===== src/rtl/i2cw_pkg.sv =====
package i2cw_pkg;

    localparam int unsigned BYTE_W  = 8;
    localparam int unsigned ACK_IDX = BYTE_W + 1;
    localparam int unsigned IDX_W   = $clog2(ACK_IDX + 1);
    localparam int unsigned BCNT_W  = $clog2(BYTE_W);

    typedef enum logic [2:0] {
        SQ_IDLE,
        SQ_LOW,
        SQ_HIGH,
        SQ_WAIT,
        SQ_TAIL
    } sq_state_t;

    typedef struct packed {
        logic rx_dir;
        logic wait_on;
        logic ack_drv;
    } byte_cfg_t;

    function automatic logic [BCNT_W-1:0] bc_after_fall(input logic [BCNT_W-1:0] bc);
        return bc - 1'b1;
    endfunction

    // Level to pull onto SDA during the low phase of clock number idx
    function automatic logic sda_pull(input byte_cfg_t cfg, input logic [IDX_W-1:0] idx,
                                      input logic tx_bit);
        if (idx < IDX_W'(ACK_IDX)) begin
            return cfg.rx_dir ? 1'b0 : ~tx_bit;
        end
        return cfg.rx_dir ? cfg.ack_drv : 1'b0;
    endfunction

endpackage


===== src/rtl/i2cw_phase_timer.sv =====
module i2cw_phase_timer #(
    parameter int unsigned HALF_CYC = 4
) (
    input  logic clk,
    input  logic rst,
    input  logic restart,
    input  logic run,
    output logic done
);
    localparam int unsigned CW = (HALF_CYC > 1) ? $clog2(HALF_CYC) : 1;
    localparam logic [CW-1:0] LAST = CW'(HALF_CYC - 1);

    logic [CW-1:0] cnt;

    assign done = run && (cnt == LAST);

    always_ff @(posedge clk) begin
        if (rst || restart) begin
            cnt <= '0;
        end else if (run && !done) begin
            cnt <= cnt + 1'b1;
        end
    end
endmodule


===== src/rtl/i2cw_shifter.sv =====
module i2cw_shifter import i2cw_pkg::*; (
    input  logic              clk,
    input  logic              rst,
    input  logic              load,
    input  logic [BYTE_W-1:0] load_byte,
    input  logic              shift,
    input  logic              capture,
    input  logic              sda_in,
    output logic              tx_bit,
    output logic [BYTE_W-1:0] rx_byte
);
    logic [BYTE_W-1:0] tx_sh;

    assign tx_bit = tx_sh[BYTE_W-1];

    always_ff @(posedge clk) begin
        if (rst) begin
            tx_sh   <= '0;
            rx_byte <= '0;
        end else begin
            if (load) begin
                tx_sh <= load_byte;
            end else if (shift) begin
                tx_sh <= {tx_sh[BYTE_W-2:0], 1'b0};
            end
            if (load) begin
                rx_byte <= '0;
            end else if (capture) begin
                rx_byte <= {rx_byte[BYTE_W-2:0], sda_in};
            end
        end
    end
endmodule


===== src/rtl/i2cw_seq.sv =====
module i2cw_seq import i2cw_pkg::*; (
    input  logic              clk,
    input  logic              rst,
    input  logic              start_req,
    input  byte_cfg_t         cfg_in,
    input  logic              flag_clr,
    input  logic              timer_done,
    input  logic              sda_in,
    output sq_state_t         state,
    output byte_cfg_t         cfg,
    output logic [IDX_W-1:0]  clk_idx,
    output logic [BCNT_W-1:0] bit_cnt,
    output logic              flag,
    output logic              ack_bit,
    output logic              scl_drive,
    output logic              timer_restart,
    output logic              timer_run,
    output logic              load,
    output logic              shift,
    output logic              capture
);
    sq_state_t nxt;
    logic      owned;
    logic      at_ack;
    logic      ack_rise;
    logic      clr_ok;
    logic      fall_data;

    assign at_ack = (clk_idx == IDX_W'(ACK_IDX));

    always_comb begin
        nxt           = state;
        timer_restart = 1'b0;
        load          = 1'b0;
        shift         = 1'b0;
        capture       = 1'b0;
        unique case (state)
            SQ_IDLE: begin
                if (start_req) begin
                    nxt           = SQ_LOW;
                    timer_restart = 1'b1;
                    load          = 1'b1;
                end
            end
            SQ_LOW: begin
                if (timer_done) begin
                    timer_restart = 1'b1;
                    nxt           = (at_ack && cfg.wait_on) ? SQ_WAIT : SQ_HIGH;
                end
            end
            SQ_WAIT: begin
                if (flag_clr) begin
                    timer_restart = 1'b1;
                    nxt           = SQ_HIGH;
                end
            end
            SQ_HIGH: begin
                if (timer_done) begin
                    timer_restart = 1'b1;
                    capture       = !at_ack;
                    if (at_ack) begin
                        nxt = SQ_TAIL;
                    end else begin
                        nxt   = SQ_LOW;
                        shift = 1'b1;
                    end
                end
            end
            SQ_TAIL: begin
                if (timer_done) begin
                    timer_restart = 1'b1;
                    nxt           = SQ_IDLE;
                end
            end
            default: nxt = SQ_IDLE;
        endcase
    end

    assign timer_run = (state == SQ_LOW) || (state == SQ_HIGH) || (state == SQ_TAIL);
    assign scl_drive = (state == SQ_LOW) || (state == SQ_WAIT) || (state == SQ_TAIL) ||
                       ((state == SQ_IDLE) && owned);
    assign ack_rise  = at_ack && (nxt == SQ_HIGH) && (state != SQ_HIGH);
    assign fall_data = (state == SQ_HIGH) && timer_done && !at_ack;
    // a clear arriving between the 7th and 8th falls is dropped outright
    assign clr_ok    = !((state != SQ_IDLE) && (bit_cnt == BCNT_W'(1)));

    always_ff @(posedge clk) begin
        if (rst) begin
            state   <= SQ_IDLE;
            cfg     <= '0;
            clk_idx <= '0;
            bit_cnt <= '0;
            flag    <= 1'b0;
            ack_bit <= 1'b0;
            owned   <= 1'b0;
        end else begin
            state <= nxt;
            if (load) begin
                cfg     <= cfg_in;
                clk_idx <= IDX_W'(1);
                owned   <= 1'b1;
            end else if (fall_data) begin
                clk_idx <= clk_idx + 1'b1;
                bit_cnt <= bc_after_fall(bit_cnt);
            end
            if ((state == SQ_HIGH) && timer_done && at_ack) begin
                ack_bit <= sda_in;
            end
            if (ack_rise) begin
                flag <= 1'b1;
            end else if (flag_clr && clr_ok) begin
                flag <= 1'b0;
            end
        end
    end
endmodule


===== src/rtl/i2c_wait_master.sv =====
module i2c_wait_master import i2cw_pkg::*; #(
    parameter int unsigned HALF_CYC = 4
) (
    input  logic              clk,
    input  logic              rst,
    input  logic              start_byte,
    input  logic              rx_mode,
    input  logic              wait_en,
    input  logic              ack_drive,
    input  logic [BYTE_W-1:0] tx_byte,
    input  logic              flag_clr,
    input  logic              sda_in,
    output logic              scl_oe,
    output logic              sda_oe,
    output logic              flag,
    output logic [BCNT_W-1:0] bit_cnt,
    output logic              busy,
    output logic              ack_bit,
    output logic [BYTE_W-1:0] rx_byte
);
    sq_state_t        state;
    byte_cfg_t        cfg_in;
    byte_cfg_t        cfg;
    logic [IDX_W-1:0] clk_idx;
    logic             timer_restart;
    logic             timer_run;
    logic             timer_done;
    logic             load;
    logic             shift;
    logic             capture;
    logic             tx_bit;
    logic             in_wait;
    logic             ack_clk;

    assign cfg_in  = '{rx_dir: rx_mode, wait_on: wait_en, ack_drv: ack_drive};
    assign busy    = (state != SQ_IDLE);
    assign in_wait = (state == SQ_WAIT);
    assign ack_clk = (clk_idx == IDX_W'(ACK_IDX));

    i2cw_phase_timer #(.HALF_CYC(HALF_CYC)) u_timer (
        .clk     (clk),
        .rst     (rst),
        .restart (timer_restart),
        .run     (timer_run),
        .done    (timer_done)
    );

    i2cw_seq u_seq (
        .clk           (clk),
        .rst           (rst),
        .start_req     (start_byte),
        .cfg_in        (cfg_in),
        .flag_clr      (flag_clr),
        .timer_done    (timer_done),
        .sda_in        (sda_in),
        .state         (state),
        .cfg           (cfg),
        .clk_idx       (clk_idx),
        .bit_cnt       (bit_cnt),
        .flag          (flag),
        .ack_bit       (ack_bit),
        .scl_drive     (scl_oe),
        .timer_restart (timer_restart),
        .timer_run     (timer_run),
        .load          (load),
        .shift         (shift),
        .capture       (capture)
    );

    i2cw_shifter u_shift (
        .clk       (clk),
        .rst       (rst),
        .load      (load),
        .load_byte (tx_byte),
        .shift     (shift),
        .capture   (capture),
        .sda_in    (sda_in),
        .tx_bit    (tx_bit),
        .rx_byte   (rx_byte)
    );

    // SDA is updated one cycle into a low phase and never in its last cycle
    always_ff @(posedge clk) begin
        if (rst) begin
            sda_oe <= 1'b0;
        end else if (((state == SQ_LOW) || (state == SQ_WAIT)) && !timer_done && !flag_clr) begin
            sda_oe <= sda_pull(cfg, clk_idx, tx_bit);
        end else if ((state == SQ_LOW) && !timer_done) begin
            sda_oe <= sda_pull(cfg, clk_idx, tx_bit);
        end else if (state == SQ_TAIL) begin
            sda_oe <= 1'b0;
        end
    end
endmodule


===== config.mk =====
export PLATFORM = sky130hd
export DESIGN_NAME = i2c_wait_master
export DESIGN_NICKNAME = d
export VERILOG_FILES = /design/src/rtl/i2cw_pkg.sv /design/src/rtl/i2cw_phase_timer.sv /design/src/rtl/i2cw_shifter.sv /design/src/rtl/i2cw_seq.sv /design/src/rtl/i2c_wait_master.sv
export SDC_FILE = /design/constraint.sdc
export NUM_CORES = 1
export LEC_CHECK = 0
export ABC_AREA = 1
export BUFFER_PORTS_ARGS = -buffer_cell sky130_fd_sc_hd__buf_4
export CELL_PAD_IN_SITES_DETAIL_PLACEMENT = 2
export CELL_PAD_IN_SITES_GLOBAL_PLACEMENT = 2
export CORE_AREA = 10 10 72 104
export DETAILED_ROUTE_END_ITERATION = 10
export DIE_AREA = 0 0 82 114
export PLACE_DENSITY = 0.77
export SLEW_MARGIN = 20
export SYNTH_ARGS = -nofsm -noshare
export SYNTH_HDL_FRONTEND = slang
export SYNTH_SLANG_ARGS = --single-unit

===== constraint.sdc =====
create_clock -name clk -period 1.7 [get_ports clk]
set_clock_uncertainty 0.15 [all_clocks]
set_input_delay 0.34 -clock clk [delete_from_list [all_inputs] [get_ports clk]]
set_output_delay 0.34 -clock clk [all_outputs]
set_load 0.02 [all_outputs]

==> results.toml <==
[synthesis]
syn_area_per_cell_um2 = 7.42
syn_area_mm2 = 0.00165
synth.ff_latch_count = 35
syn_inst = 222
yosys_warnings = 0
syn_nets = 244
yosysUniqueCellTypes = 25
synth_seq_area_share = 0.426

[placed_design]
preCtsSetupSlack_ns = 0.0254
numPortBuffers = 31
placed_cell_area_mm2 = 0.00202
gp_congestion = 0.747
hpwlAfterDp_um = 3860

[clock_tree]
cts_tree = "done"
clock-sinks = 35
postCtsHoldBufs = 0
clock_path_buffers = 2
clk-insertion-delay-late_ns = 0.30
cts_buffers = 5
cts.clk_slew.worst_paths_ns = 0.08
cts-root-buf = "clkbuf_8"
htree_levels = 2

[flow_run]
drv_cap = 0

[sta]
setup_viol = 1
slew_violations = 0
fin_ws_ns = -0.00145
period_needed_ns = 1.70
rsz0062_at_grt = "true"
setup_tns_ns = -0.00145
tightest_slew_ns = 0.220
fmax_mhz = 588
timing_hold_violations_final = 0
fin_crit_sh = 1.00
relSlewSlack = 0.853

[final_layout]
final_area_mm2 = 0.00225
drive_above_1_share = 0.302
antenna_cells = 0
final_common_cell = "nand2_1"
layout_common_cells = "nand2_1 (52), buf_4 (51), dfxtp_1 (31), a21oi_1 (25), nor2_1 (21)"
area_growth_syn_to_layout_pct = 36.4
nets = 299
fillers = 702
utilization = 0.394

[route]
routedWlPerCell_um = 15.0
first_iter_violations = 62
via_count = 1648
first_pass_iters = 4
drc = 0
final_antenna_net_count = 0
via_per_inst = 4.71
wl_um = 5270

[pwr]
ir_worst_vdd_uv = 487
power_frac_comb = 0.132
power_switching_share = 0.282
p_int_uw = 1240
pwr-share-seq = 0.500
p_switching_uw = 487
power.density_mw_per_mm2 = 769
p_leak_uw = 0.00102
pwr-share-clk = 0.368

[floorplanning]
die_w_um = 82
ios = 32
rows = 34
die_h_um = 114
initial_core_util = 0.289
die_area_mm2 = 0.00935
core_mm2 = 0.00570

[setup_path]
required_ns = 1.21
critPathSlowestCell = "dfxtp_2"
critPathKind = "register to output port"
cp-start-kind = "register"
critical_path_arrival_ns = 1.21
endpoint_kind = "output port"
crit_chain = "inv_2 > nor2_4 > inv_1 > o211ai_1 > buf_4"
max_stage_delay_ns = 0.38
cp_max_fo = 4

[grt]
antenna_found_initial = 0
grtUsageTotal = 0.114
grt_max_degree = 16
grt_pass1_wl_um = 8360
grt_pass1_vias = 1764
overflow = 0

[status]
status = "complete, but fails checks"
violations = "setup timing"

[hold_path]
min_path_type = "primary input to register"
-- cell usage after synthesis --
cell | number | area [um^2]
nor2_2 | 1 | 6.26
ha_1 | 6 | 75.1
inv_4 | 1 | 6.26
buf_4 | 1 | 7.51
or2_0 | 1 | 6.26
nand2_1 | 54 | 203
nand4_1 | 1 | 6.26
buf_6 | 2 | 22.5
nor2_8 | 1 | 20.0
inv_1 | 19 | 71.3
nand3_1 | 13 | 65.1
clkbuf_1 | 2 | 7.51
inv_2 | 2 | 7.51
nor2_4 | 3 | 33.8
nand2_2 | 2 | 12.5
a21boi_0 | 5 | 37.5
dfxtp_1 | 35 | 701
nand3_2 | 2 | 20.0
o21ai_0 | 16 | 80.1
a211oi_1 | 1 | 7.51
o211ai_1 | 3 | 22.5
a21oi_1 | 25 | 125
nor2_1 | 22 | 82.6
buf_2 | 3 | 15.0
o21ai_1 | 1 | 5.00
-- power groups by stage --
stage | Clock, uW | Sequential (uW) | Combinational (uW)
5_1_grt | 690 | 867 | 259
3_5_place_dp | 0 | 884 | 215
3_3_place_gp | 0 | 883 | 209
4_1_cts | 654 | 865 | 226
2_1_floorplan | 0 | 882 | 122
6_report | 636 | 864 | 228
-- sequential cells by signal, summed over array words and instances (netlist names) --
signal           flops
u_seq.cfg            3
u_seq.state          3
u_shift.tx_sh        8
u_seq.clk_idx        4
u_seq.ack_bit        1
u_timer.cnt          2
u_seq.bit_cnt        3
sda_oe               1
u_seq.owned          1
u_seq.flag           1
u_shift.rx_byte      8
-- worst max-delay path, delay by kind of cell, from the launching register on --
family / cells / cell delay [ns]
AOI/OAI and AO/OA: 1 / 0.09
buffers and inverters: 3 / 0.32
DFF: 1 / 0.38
and+or+nand+nor: 1 / 0.14
-- worst paths after layout --
check	start	endpoint	slack [ns]	depth (start not counted)
setup / recovery	u_seq.state[0]	scl_oe	-0.001	5
hold / removal	sda_in	u_shift.rx_byte[0]	0.15	3
setup reg to reg	u_seq.state[0]	u_shift.rx_byte[7]	0.04	9
hold reg to reg	u_shift.tx_sh[0]	u_shift.tx_sh[0]	0.31	2
-- metal layers --
layer / wire length, um / share of wire / track usage
met5: 0 / 0 / 0
met1: 2050 / 0.39 / 0.121
met4: 80 / 0.015 / 0.0410
met2: 2950 / 0.56 / 0.207
met3: 183 / 0.035 / 0.0276
-- layout make-up --
class | instances | area [um^2] | area share
Tap cell | 72 | 90.1 | 0.0401
Sequential cell | 35 | 708 | 0.315
Multi-Input combinational cell | 158 | 832 | 0.370
Timing Repair Buffer | 55 | 437 | 0.194
Clock inverter | 3 | 25.0 | 0.0111
Clock buffer | 5 | 68.8 | 0.0306
Inverter | 22 | 85.1 | 0.0379
-- per-stage QoR --
| stage | total power [uW] | cells | hold slack, ns |
|---|---|---|---|
| 4_1_cts | 1750 | 341 | 0.149 |
| 3_5_place_dp | 1100 | 331 | 0.297 |
| 5_1_grt | 1820 | 350 | 0.149 |
| 2_1_floorplan | 1000 | 222 | 0.280 |
| 3_3_place_gp | 1090 | 331 | 0.291 |
| 6_report | 1730 | 350 | 0.149 |
-- cells by family after synthesis --
group | count (synthesis) | share of synthesized area
simple gates | 100 | 0.277
compound gates | 51 | 0.169
flops | 35 | 0.426
buf+inv | 30 | 0.0836
fa+ha+maj | 6 | 0.0456
-- what timing repair did --
action,4_1_cts,5_1_grt
setup buffers,2,8
cloned,0,1
gates resized for setup,3,10
pin swaps,2,4
endpoints found under the setup margin,1,16
Power figures use the tool's default switching activity.
